## config.mk

```make
export PLATFORM = sky130hd
export DESIGN_NAME = csel_ctrl
export DESIGN_NICKNAME = d
export VERILOG_FILES = /design/src/rtl/csel_pkg.sv /design/src/rtl/csel_regfile.sv /design/src/rtl/csel_decode.sv /design/src/rtl/csel_pin_reg.sv /design/src/rtl/csel_ctrl.sv
export SDC_FILE = /design/constraint.sdc
export NUM_CORES = 1
export LEC_CHECK = 0
export BUFFER_PORTS_ARGS = -buffer_cell sky130_fd_sc_hd__buf_2
export CORE_UTILIZATION = 27
export DETAILED_ROUTE_END_ITERATION = 12
export PLACE_DENSITY = 0.85
export REMOVE_ABC_BUFFERS = 1
export SLEW_MARGIN = 20
export SYNTH_ARGS = -nofsm -noshare
export SYNTH_HDL_FRONTEND = slang
export SYNTH_SLANG_ARGS = --single-unit
```

## constraint.sdc

```tcl
create_clock -name clk -period 2.3 [get_ports clk]
set_input_delay 0.115 -clock clk [delete_from_list [all_inputs] [get_ports clk]]
set_output_delay 0.115 -clock clk [all_outputs]
set_load 0.01 [all_outputs]
```

## src/rtl/csel_pkg.sv

```systemverilog
package csel_pkg;

    localparam int WORD_W    = 32;
    localparam int MODE_BIT  = 0;
    localparam int STATE_BIT = 1;
    localparam int POL_BIT   = 12;
    localparam logic [WORD_W-1:0] LIVE_MASK =
        (WORD_W'(1) << MODE_BIT) | (WORD_W'(1) << STATE_BIT) | (WORD_W'(1) << POL_BIT);

    typedef struct packed {
        logic pol;
        logic state;
        logic sw_mode;
    } cs_cfg_t;

    localparam cs_cfg_t CFG_RESET = '{pol: 1'b0, state: 1'b0, sw_mode: 1'b0};

    function automatic cs_cfg_t unpack_word(input logic [WORD_W-1:0] w);
        cs_cfg_t c;
        c.pol     = w[POL_BIT];
        c.state   = w[STATE_BIT];
        c.sw_mode = w[MODE_BIT];
        return c;
    endfunction

    function automatic logic [WORD_W-1:0] pack_cfg(input cs_cfg_t c);
        logic [WORD_W-1:0] w;
        w            = '0;
        w[POL_BIT]   = c.pol;
        w[STATE_BIT] = c.state;
        w[MODE_BIT]  = c.sw_mode;
        return w;
    endfunction

    // Level the line takes while asserted, per field semantics version.
    function automatic logic asserted_level(input int ver, input logic pol);
        return (ver == 1) ? pol : ~pol;
    endfunction

    // Pin level for a given configuration and busy flag.
    function automatic logic pin_level(input int ver, input cs_cfg_t c, input logic busy);
        logic lvl;
        if (c.sw_mode)
            lvl = (ver == 1) ? c.state : (c.pol ^ c.state);
        else
            lvl = busy ? asserted_level(ver, c.pol) : ~asserted_level(ver, c.pol);
        return lvl;
    endfunction

endpackage

```

## src/rtl/csel_regfile.sv

```systemverilog
module csel_regfile
    import csel_pkg::*;
#(
    parameter int                ADDR_W    = 12,
    parameter logic [ADDR_W-1:0] CS_OFFSET = ADDR_W'(12'h224)
) (
    input  logic              clk,
    input  logic              rst,
    input  logic              wr_en,
    input  logic [ADDR_W-1:0] wr_addr,
    input  logic [WORD_W-1:0] wr_data,
    output cs_cfg_t           cfg_o
);

    logic    hit;
    cs_cfg_t cfg_q;

    assign hit = wr_en && (wr_addr == CS_OFFSET);

    always_ff @(posedge clk) begin
        if (rst)
            cfg_q <= CFG_RESET;
        else if (hit)
            cfg_q <= unpack_word(wr_data);
    end

    assign cfg_o = cfg_q;

endmodule

```

## src/rtl/csel_decode.sv

```systemverilog
module csel_decode
    import csel_pkg::*;
#(
    parameter int VERSION = 1
) (
    input  cs_cfg_t cfg,
    input  logic    busy,
    output logic    pin_d
);

    logic act_lvl;
    logic sw_lvl;

    generate
        if (VERSION == 1) begin : g_v1
            // Polarity is the asserted level; state is the literal pin.
            assign act_lvl = cfg.pol;
            assign sw_lvl  = cfg.state;
        end else begin : g_v2
            // Polarity is the resting level; state set means asserted.
            assign act_lvl = ~cfg.pol;
            assign sw_lvl  = cfg.pol ^ cfg.state;
        end
    endgenerate

    always_comb begin
        if (cfg.sw_mode)
            pin_d = sw_lvl;
        else
            pin_d = busy ? act_lvl : ~act_lvl;
    end

endmodule

```

## src/rtl/csel_pin_reg.sv

```systemverilog
module csel_pin_reg #(
    parameter logic RST_LEVEL = 1'b1
) (
    input  logic clk,
    input  logic rst,
    input  logic d,
    output logic q
);

    always_ff @(posedge clk) begin
        if (rst)
            q <= RST_LEVEL;
        else
            q <= d;
    end

endmodule

```

## src/rtl/csel_ctrl.sv

```systemverilog
module csel_ctrl
    import csel_pkg::*;
#(
    parameter int                VERSION   = 1,
    parameter int                ADDR_W    = 12,
    parameter logic [ADDR_W-1:0] CS_OFFSET = ADDR_W'(12'h224)
) (
    input  logic              clk,
    input  logic              rst,
    input  logic              reg_wr,
    input  logic [ADDR_W-1:0] reg_addr,
    input  logic [31:0]       reg_wdata,
    output logic [31:0]       reg_rdata,
    input  logic              engine_busy,
    output logic              cs_pin
);

    localparam logic RST_PIN = pin_level(VERSION, CFG_RESET, 1'b0);

    cs_cfg_t cfg;
    logic    pin_d;

    csel_regfile #(
        .ADDR_W   (ADDR_W),
        .CS_OFFSET(CS_OFFSET)
    ) u_regs (
        .clk    (clk),
        .rst    (rst),
        .wr_en  (reg_wr),
        .wr_addr(reg_addr),
        .wr_data(reg_wdata),
        .cfg_o  (cfg)
    );

    csel_decode #(
        .VERSION(VERSION)
    ) u_dec (
        .cfg  (cfg),
        .busy (engine_busy),
        .pin_d(pin_d)
    );

    csel_pin_reg #(
        .RST_LEVEL(RST_PIN)
    ) u_pin (
        .clk(clk),
        .rst(rst),
        .d  (pin_d),
        .q  (cs_pin)
    );

    assign reg_rdata = pack_cfg(cfg);

endmodule

```

=== After elaboration in Yosys (flattened, before gate mapping) ===
Index checks and enable logic that the tools add are counted.

* Equal/unequal tests: 1
* Muxes and demuxes: 2
* Bitwise operators: 1
* Reduce and logical (&&, ||, !) cells: 1

{| class="wikitable"
|+ Operators with widths
! operator !! number
|-
| $eq 12x10->1 const B || 1
|-
| $mux 1 || 2
|-
| $logic_and 1x1->1 || 1
|-
| $not 1->1 || 1
|}

* Flip-flop bits (word level): 4
* Output and inout bits: 33
* Word-level logic and storage cells: 9

=== Longest topological paths before layout ===
Gate-level depths: netlist of run 1.

* Depth after elaboration: 3
* Gate-level depth with buffers: 4
* Depth with buffers taken out: 3

=== Cells and area by module ===
From an unflattened synthesis of run 1, not the netlist that was laid out.

* Cell total of the unflattened synthesis: 53
* Area, all modules: 445.4 um2

{| class="wikitable"
|+ Modules (own cells, without submodules)
! module !! instances !! cells each !! area each (um2)
|-
| csel_ctrl || 1 || 30 || 221.5
|-
| csel_regfile || 1 || 18 || 180.2
|-
| csel_pin_reg || 1 || 2 || 26.3
|-
| csel_decode || 1 || 3 || 17.5
|}

=== Least setup slack after synthesis of run 1 ===
No wires, ideal clock.

* Path kind: register to register
* Start: register u_regs.cfg_q (netlist bit u_regs.cfg_o[2])
* End: register u_pin.q
* Arrival: 0.784 ns
* Required time: 2.180 ns
* Slack: 1.396 ns
* Cell stages (with the launch flop): 4
* Clock period less this slack: 0.904 ns
* Cell sequence: dfxtp_1 xor2_1 nor2_1 a211o_1

* Word-level cells in the longest chain between the ends: 3

{| class="wikitable"
|+ Ends and longest elaborated chain
! item !! line !! source
|-
| start: declaration || csel_regfile.sv:16 || <nowiki>cs_cfg_t cfg_q;</nowiki>
|-
| start signal: assignment || csel_regfile.sv:24 || <nowiki>cfg_q <= unpack_word(wr_data);</nowiki>
|-
| $not 1->1 || csel_decode.sv:30 || <nowiki>pin_d = busy ? act_lvl : ~act_lvl;</nowiki>
|-
| $mux 1 (*) || csel_decode.sv:30 ||
|-
| $mux 1 (*) || csel_decode.sv:27 || <nowiki>if (cfg.sw_mode)</nowiki>
|-
| end signal: assignment || csel_pin_reg.sv:12 || <nowiki>q <= RST_LEVEL;</nowiki>
|-
| end signal: assignment || csel_pin_reg.sv:14 || <nowiki>q <= d;</nowiki>
|-
| end: declaration || csel_pin_reg.sv:7 || <nowiki>output logic q</nowiki>
|}

Mark *: on every way between the ends. The rest lies on a longest branch, timed or not.
A chain may end at the register's enable or synchronous reset.

=== Worst setup path after layout of run 1 ===
Same ends and word-level chain as after synthesis.

==> metrics.md, run 1 <==
| Metric | Value |
|---|---|
| Setup repair bufs after CTS | `0` |
| Total Routing Usage GR | `7.16%` |
| TritonCTS buffer count | `3` |
| Die width | `42.5 um` |
| Critical path class | `flop to flop` |
| CP Max Fanout | `3` |
| Total gr overflow | `0` |
| Layout area overhead | `7.34%` |
| Seq cells post-synth | `4` |
| Vias per inst | `3.59` |
| Sequential area share after synthesis | `18.1%` |
| Initial core utilization | `29.1%` |
| Final Cycle Share | `39.1%` |
| Status | `completed` |
| Crit path capture type | `flop` |
| Post-CTS sizing | `0` |
| Largest net degree at the start of global routing | `8` |
| Row cnt | `14` |
| Skew final | `0.000727 ns` |
| Final setup fails | `0` |
| Ant diodes | `0` |
| Final min period | `0.900 ns` |
| Root buffer cell | `clkbuf_4` |
| Worst skew pair latency | `0.23 ns` |
| Syn Area/Cell | `8.52 um2` |
| Critical path data arrival time | `1.01 ns` |
| Routed Antenna Nets | `0` |
| Core area | `1520 um2` |
| Max-cap viol count | `0` |
| Yosys warns | `0` |
| Post-synthesis cell area | `443 um2` |
| TritonCTS clock tree | `done` |
| Crit path launch type | `flop` |
| Initial antenna violation count | `0` |
| Final slew viol count | `0` |
| Distinct cells, synth | `13` |
| Post-synthesis instance total | `52` |
| R2R setup slack | `1.40 ns` |
| Register Area | `80.1 um2` |
| Min-Delay Path Class | `input pin to flop` |
| DRT Wirelength | `683 um` |
| Data required, critical path | `2.41 ns` |
| Final hold violations | `0` |
| Drt wl/cell | `7.51 um` |
| Fillers | `181` |
| Final worst slack | `1.40 ns` |
| Peak supply drop | `81.7 uV` |
| I/O Buffers | `22` |
| Clock-pin slew on the worst setup and hold paths | `0.04 ns` |
| Final #Nets | `125` |
| TNS Setup | `0 ns` |
| Chip height | `42.5 um` |
| Router iterations before antenna repair | `4` |
| FMAX | `1110 MHz` |
| Layout cell share with drive strength beyond 1 | `34.7%` |
| Vias | `327` |
| Area of the multi-input gates | `243 um2` |
| Clock tree sinks | `4` |
| DR iter-0 viols | `4` |
| Global-route wire length before repair | `952 um` |
| CTS hold repair buffers | `0` |
| Placement Setup Slack | `1.18 ns` |
| Number of global-route vias before repair | `261` |
| Pwr/cell area | `425 nW/um2` |
| Global placer's final weighted congestion | `0.665` |
| Bufs on Longest Clock Path | `2` |
| LEAKAGE | `0.272 nW` |
| Dpl hpwl | `597 um` |
| H-Tree Depth | `1` |
| RSZ-0062 raised after global routing | `false` |
| I/O pins | `81` |
| Die area | `1810 um2` |
| Drc violations | `0` |
==> cells by family after synthesis <==
family                    Yosys count  synth area share [%]
other                               1                 0.847
muxes                               3                  6.78
and+or+nand+nor                    12                  19.5
AOI/OAI and AO/OA                   1                  1.98
buffers and inverters              30                  50.8
DFF                                 4                  18.1
xor gates and xnor gates            1                  1.98
==> routing by layer <==
metal,wire (um),up-vias,global-route usage [%]
met5,0,-,0
met4,0,0,7.50
met3,59,0,0
met2,423,24,14.5
met1,200,148,5.73
li1,-,155,-
==> worst max-delay path: stages (launching register included) <==
cell	delay (ns)
dfxtp_1	0.35
xor2_1	0.15
nor2_1	0.06
a211o_1	0.23
==> state kept, by name (all words and copies together), names as in the netlist <==
register	count
u_pin.q	1
u_regs.cfg_o	3
==> synthesized netlist by cell type <==
| cell type | n | share of area [%] |
|---|---|---|
| a211o_1 | 1 | 2.0 |
| and4_1 | 1 | 2.0 |
| buf_4 | 30 | 51 |
| conb_1 | 1 | 0.85 |
| dfxtp_1 | 4 | 18 |
| mux2i_1 | 3 | 6.8 |
| nand2b_1 | 6 | 8.5 |
| nor2_1 | 1 | 0.85 |
| nor2b_1 | 1 | 1.4 |
| nor3_1 | 1 | 1.1 |
| nor4b_2 | 1 | 3.4 |
| nor4bb_1 | 1 | 2.3 |
| xor2_1 | 1 | 2.0 |
==> metrics by stage <==
stage	std cells	area (um2)	power, mW	hold slack, ns	utilization, %
4_1_cts	91	475	0.205	0.134	31.2
2_1_floorplan	50	323	0.0997	0.214	-
5_1_grt	91	475	0.214	0.159	31.2
6_report	91	475	0.202	0.140	31.2
3_5_place_dp	88	453	0.117	0.381	29.7
3_3_place_gp	88	453	0.116	0.367	29.7
==> cell type report <==
type / count / area share [%]
multi-input combinational: 46 / 51.1
timing repair buffer: 22 / 23.2
sequential: 4 / 16.8
clock buffer: 3 / 4.74
tap: 16 / 4.21
==> worst paths after layout <==
path                         from              end  cells after the start
setup reg to reg  u_regs.cfg_o[2]          u_pin.q                      3
hold / removal       reg_wdata[0]  u_regs.cfg_o[0]                      3
hold reg to reg   u_regs.cfg_o[1]  u_regs.cfg_o[1]                      2
setup / recovery  u_regs.cfg_o[2]          u_pin.q                      3
==> power breakdown <==
group	leakage [nW]	total [mW]	switching (mW)	internal, mW
Clock	0.0138	0.0852	0.0269	0.0583
Combinational	0.226	0.0458	0.0293	0.0164
Sequential	0.0325	0.0709	0.000229	0.0707
Total	0.272	0.202	0.0565	0.145
==> cell usage in the layout (no fill, tap or decap) <==
cell / count
mux2i_1: 3
nor4b_2: 1
nand2b_1: 6
dfxtp_1: 4
nor3_1: 1
nor2b_1: 1
xor2_1: 1
and4_1: 1
clkbuf_4: 3
nor2_1: 1
a211o_1: 1
buf_2: 22
nor4bb_1: 1
conb_1: 29
No activity file was read; power rests on OpenSTA's default activity.
==> run 2, diff against run 1 <==
--- a/config.mk
+++ b/config.mk
@@ -6,9 +6,9 @@
 export NUM_CORES = 1
 export LEC_CHECK = 0
 export BUFFER_PORTS_ARGS = -buffer_cell sky130_fd_sc_hd__buf_2
-export CORE_UTILIZATION = 27
+export CORE_UTILIZATION = 23
 export DETAILED_ROUTE_END_ITERATION = 12
-export PLACE_DENSITY = 0.85
+export PLACE_DENSITY = 0.77
 export REMOVE_ABC_BUFFERS = 1
 export SLEW_MARGIN = 20
 export SYNTH_ARGS = -nofsm -noshare
==> constraint.sdc (replaced) <==
create_clock -name clk -period 0.8 [get_ports clk]
set_input_delay 0.04 -clock clk [delete_from_list [all_inputs] [get_ports clk]]
set_output_delay 0.04 -clock clk [all_outputs]
set_load 0.01 [all_outputs]
==> metrics.md, run 2 (synthesis gave the netlist of run 1 again) <==
| Metric | Value |
|---|---|
| Combinational share of power | `22.6%` |
| Number of flip-flops in the largest register | `3` |
| Total Routing Usage GR | `7.03%` |
| Bufs on Longest Clock Path | `2` |
| Final worst slack | `-0.0504 ns` |
| Crit path capture type | `flop` |
| Met3 Wirelength | `88 um` |
| Top sig layer | `met4` |
| Vias | `322` |
| Die width | `45.9 um` |
| Clock-pin slew on the worst setup and hold paths | `0.04 ns` |
| Ant diodes | `0` |
| Global-route wire length before repair | `986 um` |
| Dpl cells | `98` |
| Drc violations | `0` |
| Status | `complete, but fails checks` |
| Largest net degree at the start of global routing | `8` |
| Clock power share | `42.4%` |
| Router iterations before antenna repair | `3` |
| Final std cells w/o fill | `101` |
| Min-Delay Path Class | `input pin to flop` |
| RSZ-0062 raised after global routing | `true` |
| I/O pins | `81` |
| Met1 Routed Length | `206 um` |
| Initial antenna violation count | `0` |
| Die area | `2110 um2` |
| Drt wl/cell | `7.01 um` |
| Met2 WL | `399 um` |
| Final #Nets | `126` |
| Layout area overhead | `14.4%` |
| Peak supply drop | `351 uV` |
| Routed Antenna Nets | `0` |
| Data required, critical path | `0.92 ns` |
| Internal power | `418 uW` |
| Number of global-route vias before repair | `234` |
| Setup repair bufs after CTS | `0` |
| Dpl hpwl | `639 um` |
| CTS hold repair buffers | `0` |
| Critical path class | `flop to flop` |
| Final Cycle Share | `106%` |
| Final hold violations | `0` |
| Failing checks | `negative setup slack` |
| Final min period | `0.850 ns` |
| Final setup fails | `2` |
| DR iter-0 viols | `6` |
| Placement Setup Slack | `-0.210 ns` |
| Switching Power | `164 uW` |
| DRT Wirelength | `708 um` |
| Sw Ratio | `28.2%` |
| Row cnt | `15` |
| CP Max Fanout | `2` |
| Pwr/cell area | `1150 nW/um2` |
| Post-place instance area | `472 um2` |
| Crit path launch type | `flop` |
| Most common cell after layout, fill and taps aside | `conb_1` |
| Chip height | `45.9 um` |
| LEAKAGE | `0.281 nW` |
| Design area | `507 um2` |
| TritonCTS clock tree | `done` |
| Final slew viol count | `0` |
| Fillers | `196` |
| Critical path data arrival time | `0.97 ns` |
| Global placer's final weighted congestion | `0.622` |
| Root buffer cell | `clkbuf_4` |
| H-Tree Depth | `1` |
| I/O Buffers | `22` |
| TritonCTS buffer count | `3` |
| Clock tree sinks | `4` |
| Initial core utilization | `25.1%` |
| Core area | `1760 um2` |
| FMAX | `1180 MHz` |
| Sequential share of power | `35.0%` |
| Layout cell share with drive strength beyond 1 | `40.8%` |
| Max-cap viol count | `0` |
| Skew final | `0.000299 ns` |
| Most frequent cells in the layout | `conb_1 (29), buf_2 (21), nand2b_1 (6)` |
| Total gr overflow | `0` |
| Worst skew pair latency | `0.23 ns` |
| Post-layout power | `582 uW` |
| Vias per inst | `3.19` |
==> run 2: changes by cell type in the layout (fill, tap and decap cells not counted) <==
cell     before  now
buf_2        22   21
and4_1        1    0
buf_4         0    1
buf_6         0    1
dfxtp_2       0    3
and4_4        0    1
dfxtp_1       4    1
==> run 2: final cells by class <==
type	instances	area, um2	area share (%)
flip-flops and latches	4	83.8	16.5
repair buffers	23	124	24.4
clock buffers	3	22.5	4.44
well taps	25	31.3	6.17
multi-input cells	46	245	48.4
==> run 2: worst max-delay path, cell delays in order (launching register included) <==
cell and delay (ns):
dfxtp_2 0.32, xor2_1 0.14, nor2_1 0.06, a211o_1 0.22
==> run 2: worst paths after layout <==
path              depth (start not counted)  slack, ns             from         endpoint
setup / recovery                          3      -0.05  u_regs.cfg_o[2]          u_pin.q
hold / removal                            3       0.06     reg_wdata[0]  u_regs.cfg_o[0]
setup reg to reg                          3      -0.05  u_regs.cfg_o[2]          u_pin.q
hold reg to reg                           1       0.48  u_regs.cfg_o[1]          u_pin.q
==> run 2: power by group through the flow <==
stage                     combinational, mW  sequential [mW]  clock, mW
after floorplan                      0.0782            0.208          0
after global placement                0.128            0.207          0
after detailed placement              0.129            0.207          0
after CTS                             0.129            0.204      0.252
after global routing                  0.151            0.203      0.265
final                                 0.132            0.204      0.247
==> run 2: repair_timing <==
item	CTS	global route
setup endpoints to repair	2	7
pin swaps	1	1
resized for setup	2	4
==> run 2: layer usage <==
layer  up-vias  GRT usage (%)
li1        156              -
met1       137           5.16
met2        25           12.7
met3         4           4.37
met4         0           5.29
met5         -              0
==> run 2: through the flow <==
stage	hold WS [ns]	TNS, ns	util (%)
2_1_floorplan	0.139	-0.104	-
3_3_place_gp	0.300	-0.559	26.7
3_5_place_dp	0.300	-0.659	26.7
4_1_cts	0.0646	-0.0857	28.4
5_1_grt	0.0697	-0.158	28.7
6_report	0.0586	-0.0788	28.7
==> run 3, diff against run 2 <==
==> constraint.sdc (replaced) <==
create_clock -name clk -period 0.8 [get_ports clk]
set_input_delay 0.04 -clock clk [delete_from_list [all_inputs] [get_ports clk]]
set_output_delay 0.04 -clock clk [all_outputs]
set_load 0.02 [all_outputs]
==> metrics.md, run 3 (synthesis gave the netlist of run 1 again) <==
| Metric | Value |
|---|---|
| Crit path buf inv count | `0` |
| I/O Buffers | `22` |
| Slowest stage cell, crit path | `dfxtp_2` |
| Most common cell after layout, fill and taps aside | `conb_1` |
| Critical path class | `flop to flop` |
| Die width | `45.9 um` |
| Skew final | `0.000299 ns` |
| Max-cap viol count | `0` |
| Worst r2r src | `u_regs.cfg_o[2]` |
| WHS Path Cells | `3` |
| Router iterations before antenna repair | `3` |
| Worst Hold Launch | `reg_wdata[0]` |
| Chip height | `45.9 um` |
| Global-route wire length before repair | `986 um` |
| Total Routing Usage GR | `7.03%` |
| Worst skew pair latency | `0.23 ns` |
| LEAKAGE | `0.280 nW` |
| Vias per inst | `3.19` |
| Status | `complete, but fails checks` |
| RSZ-0062 raised after global routing | `true` |
| DRT Wirelength | `709 um` |
| Final min period | `0.850 ns` |
| Initial antenna violation count | `0` |
| Die area | `2110 um2` |
| Layout area overhead | `15.5%` |
| FMAX | `1180 MHz` |
| Final hold violations | `0` |
| Number of flip-flops in the largest register | `3` |
| Routed Antenna Nets | `0` |
| Min-Delay Path Class | `input pin to flop` |
| Worst r2r dst | `u_pin.q` |
| DR iter-0 viols | `6` |
| Final slew viol count | `0` |
| Clock-pin slew on the worst setup and hold paths | `0.04 ns` |
| Final #Nets | `126` |
| TritonCTS buffer count | `3` |
| R2R setup slack | `-0.05 ns` |
| Setup repair bufs after CTS | `0` |
| Root buffer cell | `clkbuf_4` |
| TritonCTS clock tree | `done` |
| Final setup fails | `2` |
| Layout cell share with drive strength beyond 1 | `40.8%` |
| Critical path data arrival time | `0.97 ns` |
| I/O pins | `81` |
| Crit path launch type | `flop` |
| Most frequent cells in the layout | `conb_1 (29), buf_2 (19), nand2b_1 (6)` |
| Final worst slack | `-0.0504 ns` |
| Vias | `322` |
| Peak supply drop | `365 uV` |
| R2R depth | `3` |
| Dpl hpwl | `639 um` |
| Number of global-route vias before repair | `233` |
| Failing checks | `negative setup slack` |
| Finished Core Util | `29.0%` |
| H-Tree Depth | `1` |
| Hold Path Sink | `u_regs.cfg_o[0]` |
| Dominant delay contributor by cell family on the critical path | `flip-flops` |
| Total gr overflow | `0` |
| Drc violations | `0` |
| CP Max Fanout | `2` |
| Row cnt | `15` |
| Global placer's final weighted congestion | `0.622` |
| Bufs on Longest Clock Path | `2` |
| Initial core utilization | `25.1%` |
| Core area | `1760 um2` |
| Pwr/cell area | `1260 nW/um2` |
| CP peak stage delay | `0.32 ns` |
| Data required, critical path | `0.92 ns` |
| Final Cycle Share | `106%` |
| Critical path, cell by cell | `xor2_1, nor2_1, a211o_1` |
| Largest net degree at the start of global routing | `8` |
| Drt wl/cell | `7.02 um` |
| Crit path capture type | `flop` |
| Clock tree sinks | `4` |
| Ant diodes | `0` |
| Post-layout power | `643 uW` |
==> run 3: metrics by stage <==
stage | TNS, ns | setup WS [ns] | hold slack, ns | std cells | area, um2
finish | -0.0898 | -0.0504 | 0.0586 | 101 | 512
global route | -0.168 | -0.107 | 0.0697 | 101 | 512
CTS | -0.0864 | -0.0444 | 0.0639 | 101 | 509
detailed placement | -0.659 | -0.210 | 0.300 | 98 | 472
global placement | -0.559 | -0.170 | 0.300 | 98 | 472
floorplan | -0.186 | -0.186 | 0.139 | 50 | 323
==> run 3: final cells by class <==
class	count	area [um2]
repair buffers	23	129
well taps	25	31.3
flip-flops and latches	4	83.8
multi-input cells	46	245
clock buffers	3	22.5
fillers	195	1250
==> run 3: worst max-delay path by stage <==
stage / startpoint / endpoint / slack [ns] / depth (start not counted)
6_report: u_regs.cfg_o[2] / u_pin.q / -0.05 / 3
5_1_grt: u_regs.cfg_o[2] / u_pin.q / -0.11 / 3
4_1_cts: u_regs.cfg_o[2] / u_pin.q / -0.04 / 3
3_5_place_dp: reg_addr[11] / u_regs.cfg_o[2] / -0.21 / 4
3_3_place_gp: reg_addr[11] / u_regs.cfg_o[2] / -0.17 / 4
2_1_floorplan: u_regs.cfg_o[2] / u_pin.q / -0.19 / 3
==> run 3: what timing repair did <==
action	4_1_cts	5_1_grt
setup endpoints to repair	4	5
cloned	0	0
resized for setup	7	2
hold buffers	0	0
==> run 3: where the power goes <==
part / internal (mW) / total [mW] / switching [mW] / leakage (nW)
clock network: 0.168 / 0.247 / 0.0793 / 0.0138
registers: 0.203 / 0.204 / 0.000434 / 0.0341
logic: 0.0473 / 0.192 / 0.145 / 0.232
total: 0.418 / 0.643 / 0.225 / 0.280
==> run 3: worst min-delay path, stage by stage <==
cell and delay [ns]:
buf_2 0.10, nand2b_1 0.05, mux2i_1 0.06
==> run 3: layer usage <==
metal | wire (um) | global-route usage [%] | up-vias
met5 | 0 | 0 | -
met4 | 14 | 5.29 | 0
met3 | 88 | 4.37 | 4
met2 | 400 | 12.7 | 25
met1 | 205 | 5.16 | 137
li1 | - | - | 156
